[src/rtl/bbs_pkg.sv]
package bbs_pkg;

   typedef enum logic [1:0] {
      KIND_FILL   = 2'd0,
      KIND_BLOCK  = 2'd1,
      KIND_VEC    = 2'd2,
      KIND_SCALAR = 2'd3
   } req_kind_e;

   localparam int ATTR_WT = 3;
   localparam int ATTR_CI = 2;

endpackage

[src/rtl/bbs_classify.sv]
module bbs_classify
   import bbs_pkg::*;
#(
   parameter int BLK_LOG = 2,
   parameter int VEC_LOG = 1
) (
   input  req_kind_e            kind,
   input  logic [3:0]           attr,
   input  logic                 cache_en,
   input  logic                 cache_lock,
   input  logic                 mode_ext,
   output logic [BLK_LOG-1:0]   beat_mask,
   output logic                 wrap,
   output logic                 burst,
   output logic                 raw
);
   localparam logic [BLK_LOG-1:0] BLK_MASK = '1;
   localparam logic [BLK_LOG-1:0] VEC_MASK = BLK_LOG'((1 << VEC_LOG) - 1);

   logic bypass;
   logic attr_unused;

   assign bypass      = attr[ATTR_WT] | attr[ATTR_CI] | ~cache_en | cache_lock;
   assign attr_unused = ^attr[1:0];

   always_comb begin
      beat_mask = BLK_MASK;
      wrap      = 1'b1;
      burst     = 1'b1;
      raw       = 1'b0;
      unique case (kind)
         KIND_BLOCK: wrap = 1'b0;
         KIND_VEC: begin
            if (bypass) begin
               beat_mask = VEC_MASK;
               wrap      = 1'b0;
               burst     = mode_ext;
            end
         end
         KIND_SCALAR: begin
            if (bypass) begin
               beat_mask = '0;
               wrap      = 1'b0;
               burst     = 1'b0;
               raw       = 1'b1;
            end
         end
         default: ;
      endcase
   end

endmodule

[src/rtl/bbs_addr_gen.sv]
module bbs_addr_gen #(
   parameter int ADDR_W  = 32,
   parameter int OFF_W   = 3,
   parameter int BLK_LOG = 2
) (
   input  logic [ADDR_W-1:0]  base_addr,
   input  logic [BLK_LOG-1:0] idx,
   input  logic [BLK_LOG-1:0] beat_mask,
   input  logic               wrap,
   input  logic               raw,
   output logic [ADDR_W-1:0]  addr
);
   localparam int HI_LSB = OFF_W + BLK_LOG;

   logic [BLK_LOG-1:0] start;
   logic [BLK_LOG-1:0] sum;
   logic [BLK_LOG-1:0] dw_field;
   logic [ADDR_W-1:0]  aligned;

   assign start = wrap ? base_addr[OFF_W +: BLK_LOG] : '0;
   assign sum   = start + idx;

   // Each double-word index bit steps only inside the burst region;
   // bits above the region keep the request address.
   for (genvar i = 0; i < BLK_LOG; i++) begin : g_dw_bit
      assign dw_field[i] = beat_mask[i] ? sum[i] : base_addr[OFF_W + i];
   end

   assign aligned = {base_addr[ADDR_W-1:HI_LSB], dw_field, {OFF_W{1'b0}}};
   assign addr    = raw ? base_addr : aligned;

endmodule

[src/rtl/bus_beat_seq.sv]
module bus_beat_seq
   import bbs_pkg::*;
#(
   parameter int ADDR_W      = 32,
   parameter int BEAT_BYTES  = 8,
   parameter int BLOCK_BEATS = 4,
   parameter int VEC_BEATS   = 2
) (
   input  logic                            clk,
   input  logic                            rst_n,
   input  logic                            req_valid,
   output logic                            req_ready,
   input  logic [ADDR_W-1:0]               req_addr,
   input  logic [$clog2(BEAT_BYTES):0]     req_size,
   input  logic [3:0]                      req_attr,
   input  logic [1:0]                      req_kind,
   input  logic                            cache_en,
   input  logic                            cache_lock,
   input  logic                            bus_mode_ext,
   input  logic                            beat_ack,
   output logic                            beat_valid,
   output logic [ADDR_W-1:0]               beat_addr,
   output logic [$clog2(BEAT_BYTES):0]     beat_size,
   output logic                            beat_burst,
   output logic [$clog2(BLOCK_BEATS)-1:0]  beat_num,
   output logic                            done
);
   localparam int OFF_W   = $clog2(BEAT_BYTES);
   localparam int SIZE_W  = OFF_W + 1;
   localparam int BLK_LOG = $clog2(BLOCK_BEATS);
   localparam int VEC_LOG = $clog2(VEC_BEATS);

   if (BEAT_BYTES < 2 || (1 << OFF_W) != BEAT_BYTES) begin : g_chk_beat
      $error("BEAT_BYTES must be a power of two of at least 2");
   end
   if (BLOCK_BEATS < 2 || (1 << BLK_LOG) != BLOCK_BEATS) begin : g_chk_blk
      $error("BLOCK_BEATS must be a power of two of at least 2");
   end
   if (VEC_BEATS < 2 || (1 << VEC_LOG) != VEC_BEATS || VEC_BEATS > BLOCK_BEATS) begin : g_chk_vec
      $error("VEC_BEATS must be a power of two between 2 and BLOCK_BEATS");
   end
   if (ADDR_W <= OFF_W + BLK_LOG) begin : g_chk_addr
      $error("ADDR_W too narrow for the block size");
   end

   logic [BLK_LOG-1:0] c_mask;
   logic               c_wrap;
   logic               c_burst;
   logic               c_raw;

   bbs_classify #(
      .BLK_LOG (BLK_LOG),
      .VEC_LOG (VEC_LOG)
   ) u_classify (
      .kind       (req_kind_e'(req_kind)),
      .attr       (req_attr),
      .cache_en   (cache_en),
      .cache_lock (cache_lock),
      .mode_ext   (bus_mode_ext),
      .beat_mask  (c_mask),
      .wrap       (c_wrap),
      .burst      (c_burst),
      .raw        (c_raw)
   );

   logic               busy;
   logic               done_q;
   logic [ADDR_W-1:0]  l_addr;
   logic [SIZE_W-1:0]  l_size;
   logic [BLK_LOG-1:0] l_mask;
   logic               l_wrap;
   logic               l_burst;
   logic               l_raw;
   logic [BLK_LOG-1:0] idx;

   always_ff @(posedge clk) begin
      if (!rst_n) begin
         busy    <= 1'b0;
         done_q  <= 1'b0;
         l_addr  <= '0;
         l_size  <= '0;
         l_mask  <= '0;
         l_wrap  <= 1'b0;
         l_burst <= 1'b0;
         l_raw   <= 1'b0;
         idx     <= '0;
      end else begin
         done_q <= 1'b0;
         if (!busy) begin
            if (req_valid) begin
               busy    <= 1'b1;
               idx     <= '0;
               l_addr  <= req_addr;
               l_size  <= req_size;
               l_mask  <= c_mask;
               l_wrap  <= c_wrap;
               l_burst <= c_burst;
               l_raw   <= c_raw;
            end
         end else if (beat_ack) begin
            if (idx == l_mask) begin
               busy   <= 1'b0;
               done_q <= 1'b1;
            end else begin
               idx <= idx + 1'b1;
            end
         end
      end
   end

   bbs_addr_gen #(
      .ADDR_W  (ADDR_W),
      .OFF_W   (OFF_W),
      .BLK_LOG (BLK_LOG)
   ) u_addr_gen (
      .base_addr (l_addr),
      .idx       (idx),
      .beat_mask (l_mask),
      .wrap      (l_wrap),
      .raw       (l_raw),
      .addr      (beat_addr)
   );

   assign req_ready  = ~busy;
   assign beat_valid = busy;
   assign beat_size  = l_raw ? l_size : SIZE_W'(BEAT_BYTES);
   assign beat_burst = l_burst;
   assign beat_num   = idx;
   assign done       = done_q;

endmodule

[config.mk]
export PLATFORM = sky130hd
export DESIGN_NAME = bus_beat_seq
export DESIGN_NICKNAME = d
export VERILOG_FILES = /design/src/rtl/bbs_pkg.sv /design/src/rtl/bbs_classify.sv /design/src/rtl/bbs_addr_gen.sv /design/src/rtl/bus_beat_seq.sv
export SDC_FILE = /design/constraint.sdc
export NUM_CORES = 1
export LEC_CHECK = 0
export BUFFER_PORTS_ARGS = -buffer_cell sky130_fd_sc_hd__buf_2
export CAP_MARGIN = 15
export CORE_ASPECT_RATIO = 1.75
export CORE_UTILIZATION = 50
export DETAILED_ROUTE_END_ITERATION = 16
export GPL_TIMING_DRIVEN = 0
export PLACE_DENSITY = 0.9
export SKIP_LAST_GASP = 1
export SLEW_MARGIN = 5
export SYNTH_ARGS = -nofsm -noshare
export SYNTH_HDL_FRONTEND = slang
export SYNTH_SLANG_ARGS = --single-unit
[constraint.sdc]
create_clock -name clk -period 2.55 [get_ports clk]
set_input_delay 0.1275 -clock clk [delete_from_list [all_inputs] [get_ports clk]]
set_output_delay 0.1275 -clock clk [all_outputs]
set_load 0.01 [all_outputs]
[After elaboration in Yosys (flattened, before gate mapping)]
Index checks and enable logic that the tools add are counted.
Widths: inputs -> output; s select.
Word-level totals
  register bits: 45
  RAM bits: 0
  output and inout bits: 42
  memory bits (read-only): 0
  memories kept: 0
  input bits: 49
  logic and storage cells: 50
  bits in latches: 0
Operators by class
  eq/ne operators: 6
  bitwise operators: 5
  magnitude comparators: 0
  multiplexer cells: 23
  multipliers: 0
  divide/modulo/power cells: 0
  shift-type cells: 0
  $add $sub $neg: 2
  reduce and logical (&&, ||, !) cells: 5
Operators with widths (count)
  $mux 2: 7
  $mux 1: 11
  $reduce_and 3->1: 2
  $mux 5: 1
  $eq 2x2->1 const B: 2
  $mux 4: 1
  $ne 2x2->1 const B: 2
  $pmux 1 s2: 2
  $pmux 2 s2: 1
  $or 1x1->1: 3
  $add 2x1->2 const B: 1
  $add 2x2->2: 1
  $eq 2x1->1 const B: 1
  $eq 2x2->1: 1
  $not 1->1: 2
  $reduce_and 2->1: 1
  $reduce_bool 2->1: 1
  $reduce_or 2->1: 1

[Longest topological paths before layout]
  word-level depth: 5
  mapped depth: 5

[Hierarchy]
A second synthesis with hierarchy kept.
Second synthesis, totals
  cell total of the unflattened synthesis: 253
  area, all modules: 2085.8 um2
Modules (own cells, without submodules)
  bus_beat_seq: cells an instance 206, sequential area each 900.9 um2, instances 1, area each 1739.2 um2
  bbs_addr_gen: cells an instance 40, sequential area each 0.0 um2, instances 1, area each 296.5 um2
  bbs_classify: cells an instance 7, sequential area each 0.0 um2, instances 1, area each 50.0 um2

[Worst setup path before layout]
Ideal clock, no wire load.
  path type: register -> output
  start: register l_wrap
  end: output beat_addr[4]
  cell stages (with the launch flop): 6
  arrival time: 1.146 ns
  setup slack: 1.276 ns
  path through: dfxtp_1 and2_1 ha_1 xor2_1 mux2i_1 a21oi_1
Between the ends
  cells in the longest elaborated chain, start to end: 4
Ends and longest elaborated chain
  start, declared: line bus_beat_seq.sv:71  | logic l_wrap;
  start signal, assigned: line bus_beat_seq.sv:96  | l_wrap <= c_wrap;
  $mux 2: line bbs_addr_gen.sv:20  | assign start = wrap ? base_addr[OFF_W +: BLK_LOG] : '0;
  $add 2x2->2: line bbs_addr_gen.sv:21  | assign sum = start + idx;
  $mux 1: line bbs_addr_gen.sv:26  | assign dw_field[i] = beat_mask[i] ? sum[i] : base_addr[OFF_W + i];
  $mux 5: line bbs_addr_gen.sv:30  | assign addr = raw ? base_addr : aligned;
  end, declared: line bus_beat_seq.sv:22  | output logic [ADDR_W-1:0] beat_addr,
Every way passes these cells.

[Worst setup path after layout]
Same ends and word-level chain as after synthesis.

==> impl_results.md <==
* Outcome: finished, final reports clean
* Ports at between 90 and 100
* CTS resizes at 0
* WL met3 at around 170 um
* Vias in the first global route at between 1500 and 2000
* Crit Path Max Fanout at 4
* Slew Viols, Final at 0
* Internal reg-to-reg setup slack at approximately 1400 ps
* Mapped cell area at 1990 um^2
* Die ar. at approximately 4200 um^2
* Seq pwr share at a little over half
* Biggest area consumer among synthesized cells: dfxtp_1
* CTS tree: yes
* First-pass GRT wire length at slightly below 7000 um
* Setup violators final at 0
* Fill cells at approximately 370
* Yosys cell types at 28
* Post-DR vias/cell at 4.79
* Min-delay src: req_addr[5]
* Met2 wire len at 2400 um
* Highest metal used: met4
* Final Cycle Share at 69.9%
* CTS buffer count at 5
* Share of layout cells above drive strength 1 at between 40% and 50%
* Final setup margin at 767 ps
* Final Hold Fails at 0
* R2R Path Start: beat_valid
* Most used DFF post-synth: dfxtp_1
* Layout Skew at roughly 4.8 ps
* Worst slew margin at ~70%
* Worst-path clk slew at about 80 ps
* Crit Reg-Reg Endpoint: l_raw
* RSZ-0062 raised after global routing: no
* Peak VDD IR at 574 uV
* Clock power share at between 20% and 30%
* Via count at approximately 1900
* Largest net degree at the start of global routing at 13
* Chip width at roughly 50 um
* Fin nets at 389
* NetSw at approximately 0.37 mW
* Arr. time, crit path at 1660 ps
* Gp weighted congestion at about 0.80
* Top cells by count, synth: nand2_1 (76), dfxtp_1 (45), a21oi_1 (42), buf_4 (31), and2_1 (7)
* Peak Freq at between 500 and 600 MHz
* Worst setup path class: flip-flop to primary output
* Number of diodes at 0
* Register area share after synthesis at a little under half
* Combinational share of power at 17.3%
* R2R cell count at 5
* Syn_nets at about 300
* Fin crit period at approximately 1800 ps
* Slew @ Worst Pin at roughly 450 ps
* Yosys top cell area share at 45.4%
* Clk sink count at 45
* Htree depth at 2
* Critical path endpoint category: primary output
* Rows at 30
* Net Sw Frac at between 20% and 30%
* Fin Setup TNS at 0 ps
* Yosys warnings at 0
* Initial Utilization at 51.9%
* GRT Total Usage at a little over a fifth
* Iteration count of the initial detailed-routing pass at 6
* WL final at around 4200 um
* Synth-to-layout area growth at 29.0%
* Syn avg cell area at 8.10 um^2
* Cells along the critical path: and2_1, ha_1, xor2_1, mux2i_1, a21oi_1, buf_2
* Required @ worst endpoint at 2420 ps
* Root Buffer: clkbuf_8
* Pint at about 1.1 mW
* Remaining antenna violation count after routing at 0
* Max-Cap Viols at 0
* Iter 0 DRT Violations at 32
* Clk Latency, worst-skew pair at 290 ps
* Non-Filler Instances at approximately 390
* Footprint of the multi-input gates at around 780 um^2
* IO buf count at 87
* Setup Fix Bufs, Post-CTS at 0
* Power per cell area at around 560 nW/um^2
* Flops & latches, synth at between 40 and 50
* Clk buf depth at 2
* Static Leak at around 1.3 nW
* Cell total after placement at between 300 and 400
* Post-detail-place hpwl at around 3200 um
* Most common cell in the netlist: nand2_1
* Top cells by area, synth: dfxtp_1 (45%), nand2_1 (14%), buf_4 (12%)
* DIE HEIGHT at 85.4 um
* GRT overflow at 0
* Number of antenna violations at the first check in global routing at 0
* Wire length per cell at between 10 and 15 um
* Pre-CTS setup slack at roughly 1100 ps
* Hold depth at 3
* Register area at 901 um^2
* Residual DRC count at 0
* Post-Synthesis Cells at 245
* Hold WC Path Type: input pin to flip-flop
* Min-Delay Endpoint: l_addr[5]
* Critical Path Source Type: flip-flop
* Total power at about 1.4 mW
* Ys async rst share at 0%
* Hold buffer count at cts at 0
* WL met1 at roughly 1600 um
* CP max stage cell: dfxtp_1
* CP peak stage delay at roughly 370 ps
* Core area at between 3000 and 4000 um^2
* Post-synth EDFFs at 0
* WHS at roughly 65 ps
==> cell type report <==
cell class / count / area share, %
Inverter: 3 / 0.440
Clock buffer: 8 / 3.13
Buffer: 41 / 11.4
Timing Repair Buffer: 87 / 17.0
Multi-Input combinational cell: 156 / 30.5
Tap cell: 48 / 2.34
Sequential cell: 45 / 35.2
==> flip-flops by register name (all words and copies together), names as in the netlist <==
signal	flops
l_addr	32
l_size	4
beat_num	2
l_mask	2
beat_burst	1
beat_valid	1
done	1
l_raw	1
l_wrap	1
==> per-stage QoR <==
step / util, % / area, um^2
5_1_grt: 66.9 / 2560
6_report: 66.9 / 2560
3_3_place_gp: 64.8 / 2480
2_1_floorplan: - / 1990
3_5_place_dp: 64.8 / 2480
4_1_cts: 66.9 / 2560
==> cells in the final DEF (no fill, tap or decap) <==
| master | netlist | final |
|---|---|---|
| a211oi_1 | 1 | 1 |
| a211oi_2 | 1 | 1 |
| a21oi_1 | 42 | 42 |
| a31oi_1 | 1 | 1 |
| and2_1 | 7 | 7 |
| buf_2 | 6 | 93 |
| buf_4 | 31 | 31 |
| buf_6 | 2 | 2 |
| clkbuf_1 | 2 | 5 |
| clkbuf_8 | 0 | 5 |
| dfxtp_1 | 45 | 45 |
| ha_1 | 1 | 1 |
| inv_1 | 3 | 3 |
| mux2_2 | 1 | 1 |
| mux2i_1 | 3 | 3 |
| nand2_1 | 76 | 76 |
| nand2b_1 | 3 | 3 |
| nand2b_2 | 1 | 1 |
| nand3_1 | 3 | 3 |
| nand4b_1 | 1 | 1 |
| nor2_1 | 2 | 2 |
| nor2b_1 | 4 | 4 |
| nor3_1 | 1 | 1 |
| nor4b_2 | 1 | 1 |
| o211a_1 | 1 | 1 |
| o21ai_0 | 2 | 2 |
| o221a_2 | 1 | 1 |
| xnor2_1 | 2 | 2 |
| xor2_1 | 1 | 1 |
==> worst max-delay path, delay by kind of cell, from the launching register on <==
| family | cells | cell delay, ps |
|---|---|---|
| AOI/OAI and AO/OA | 1 | 90 |
| buffers and inverters | 1 | 150 |
| and+or+nand+nor | 1 | 150 |
| DFF | 1 | 370 |
| muxes | 1 | 220 |
| xor gates and xnor gates | 1 | 230 |
| adders and majority gates | 1 | 160 |
==> how the worst max path moves through the flow <==
stage	slack [ps]	cells after the start	from	end
floorplan	1280	5	l_wrap	beat_addr[4]
global placement	1150	6	l_wrap	beat_addr[4]
detailed placement	1100	6	l_wrap	beat_addr[4]
CTS	760	6	l_wrap	beat_addr[4]
global route	670	6	l_wrap	beat_addr[4]
finish	770	6	l_wrap	beat_addr[4]
==> metal layers <==
metal / global-route usage, % / vias to the layer above
met5: 0 / -
met4: 12.7 / 0
met3: 4.12 / 9
met2: 41.5 / 49
met1: 18.8 / 851
li1: - / 950
==> cells by family (layout without fill, tap and decap cells) <==
kind of cell,count (synthesis),after routing,share of synthesized area [%]
and+or+nand+nor,99,99,21.8
AOI/OAI and AO/OA,49,49,13.5
DFF,45,45,45.4
buffers and inverters,44,139,15.3
muxes,4,4,2.08
xor gates and xnor gates,3,3,1.32
adders and majority gates,1,1,0.630
==> power by group through the flow <==
stage	combinational (mW)	sequential [mW]	clock, mW
2_1_floorplan	0.160	0.782	0
3_3_place_gp	0.246	0.784	0
3_5_place_dp	0.252	0.787	0
4_1_cts	0.253	0.770	0.430
5_1_grt	0.277	0.776	0.460
6_report	0.249	0.770	0.420
Note: power is estimated with default switching activity, not from simulation.
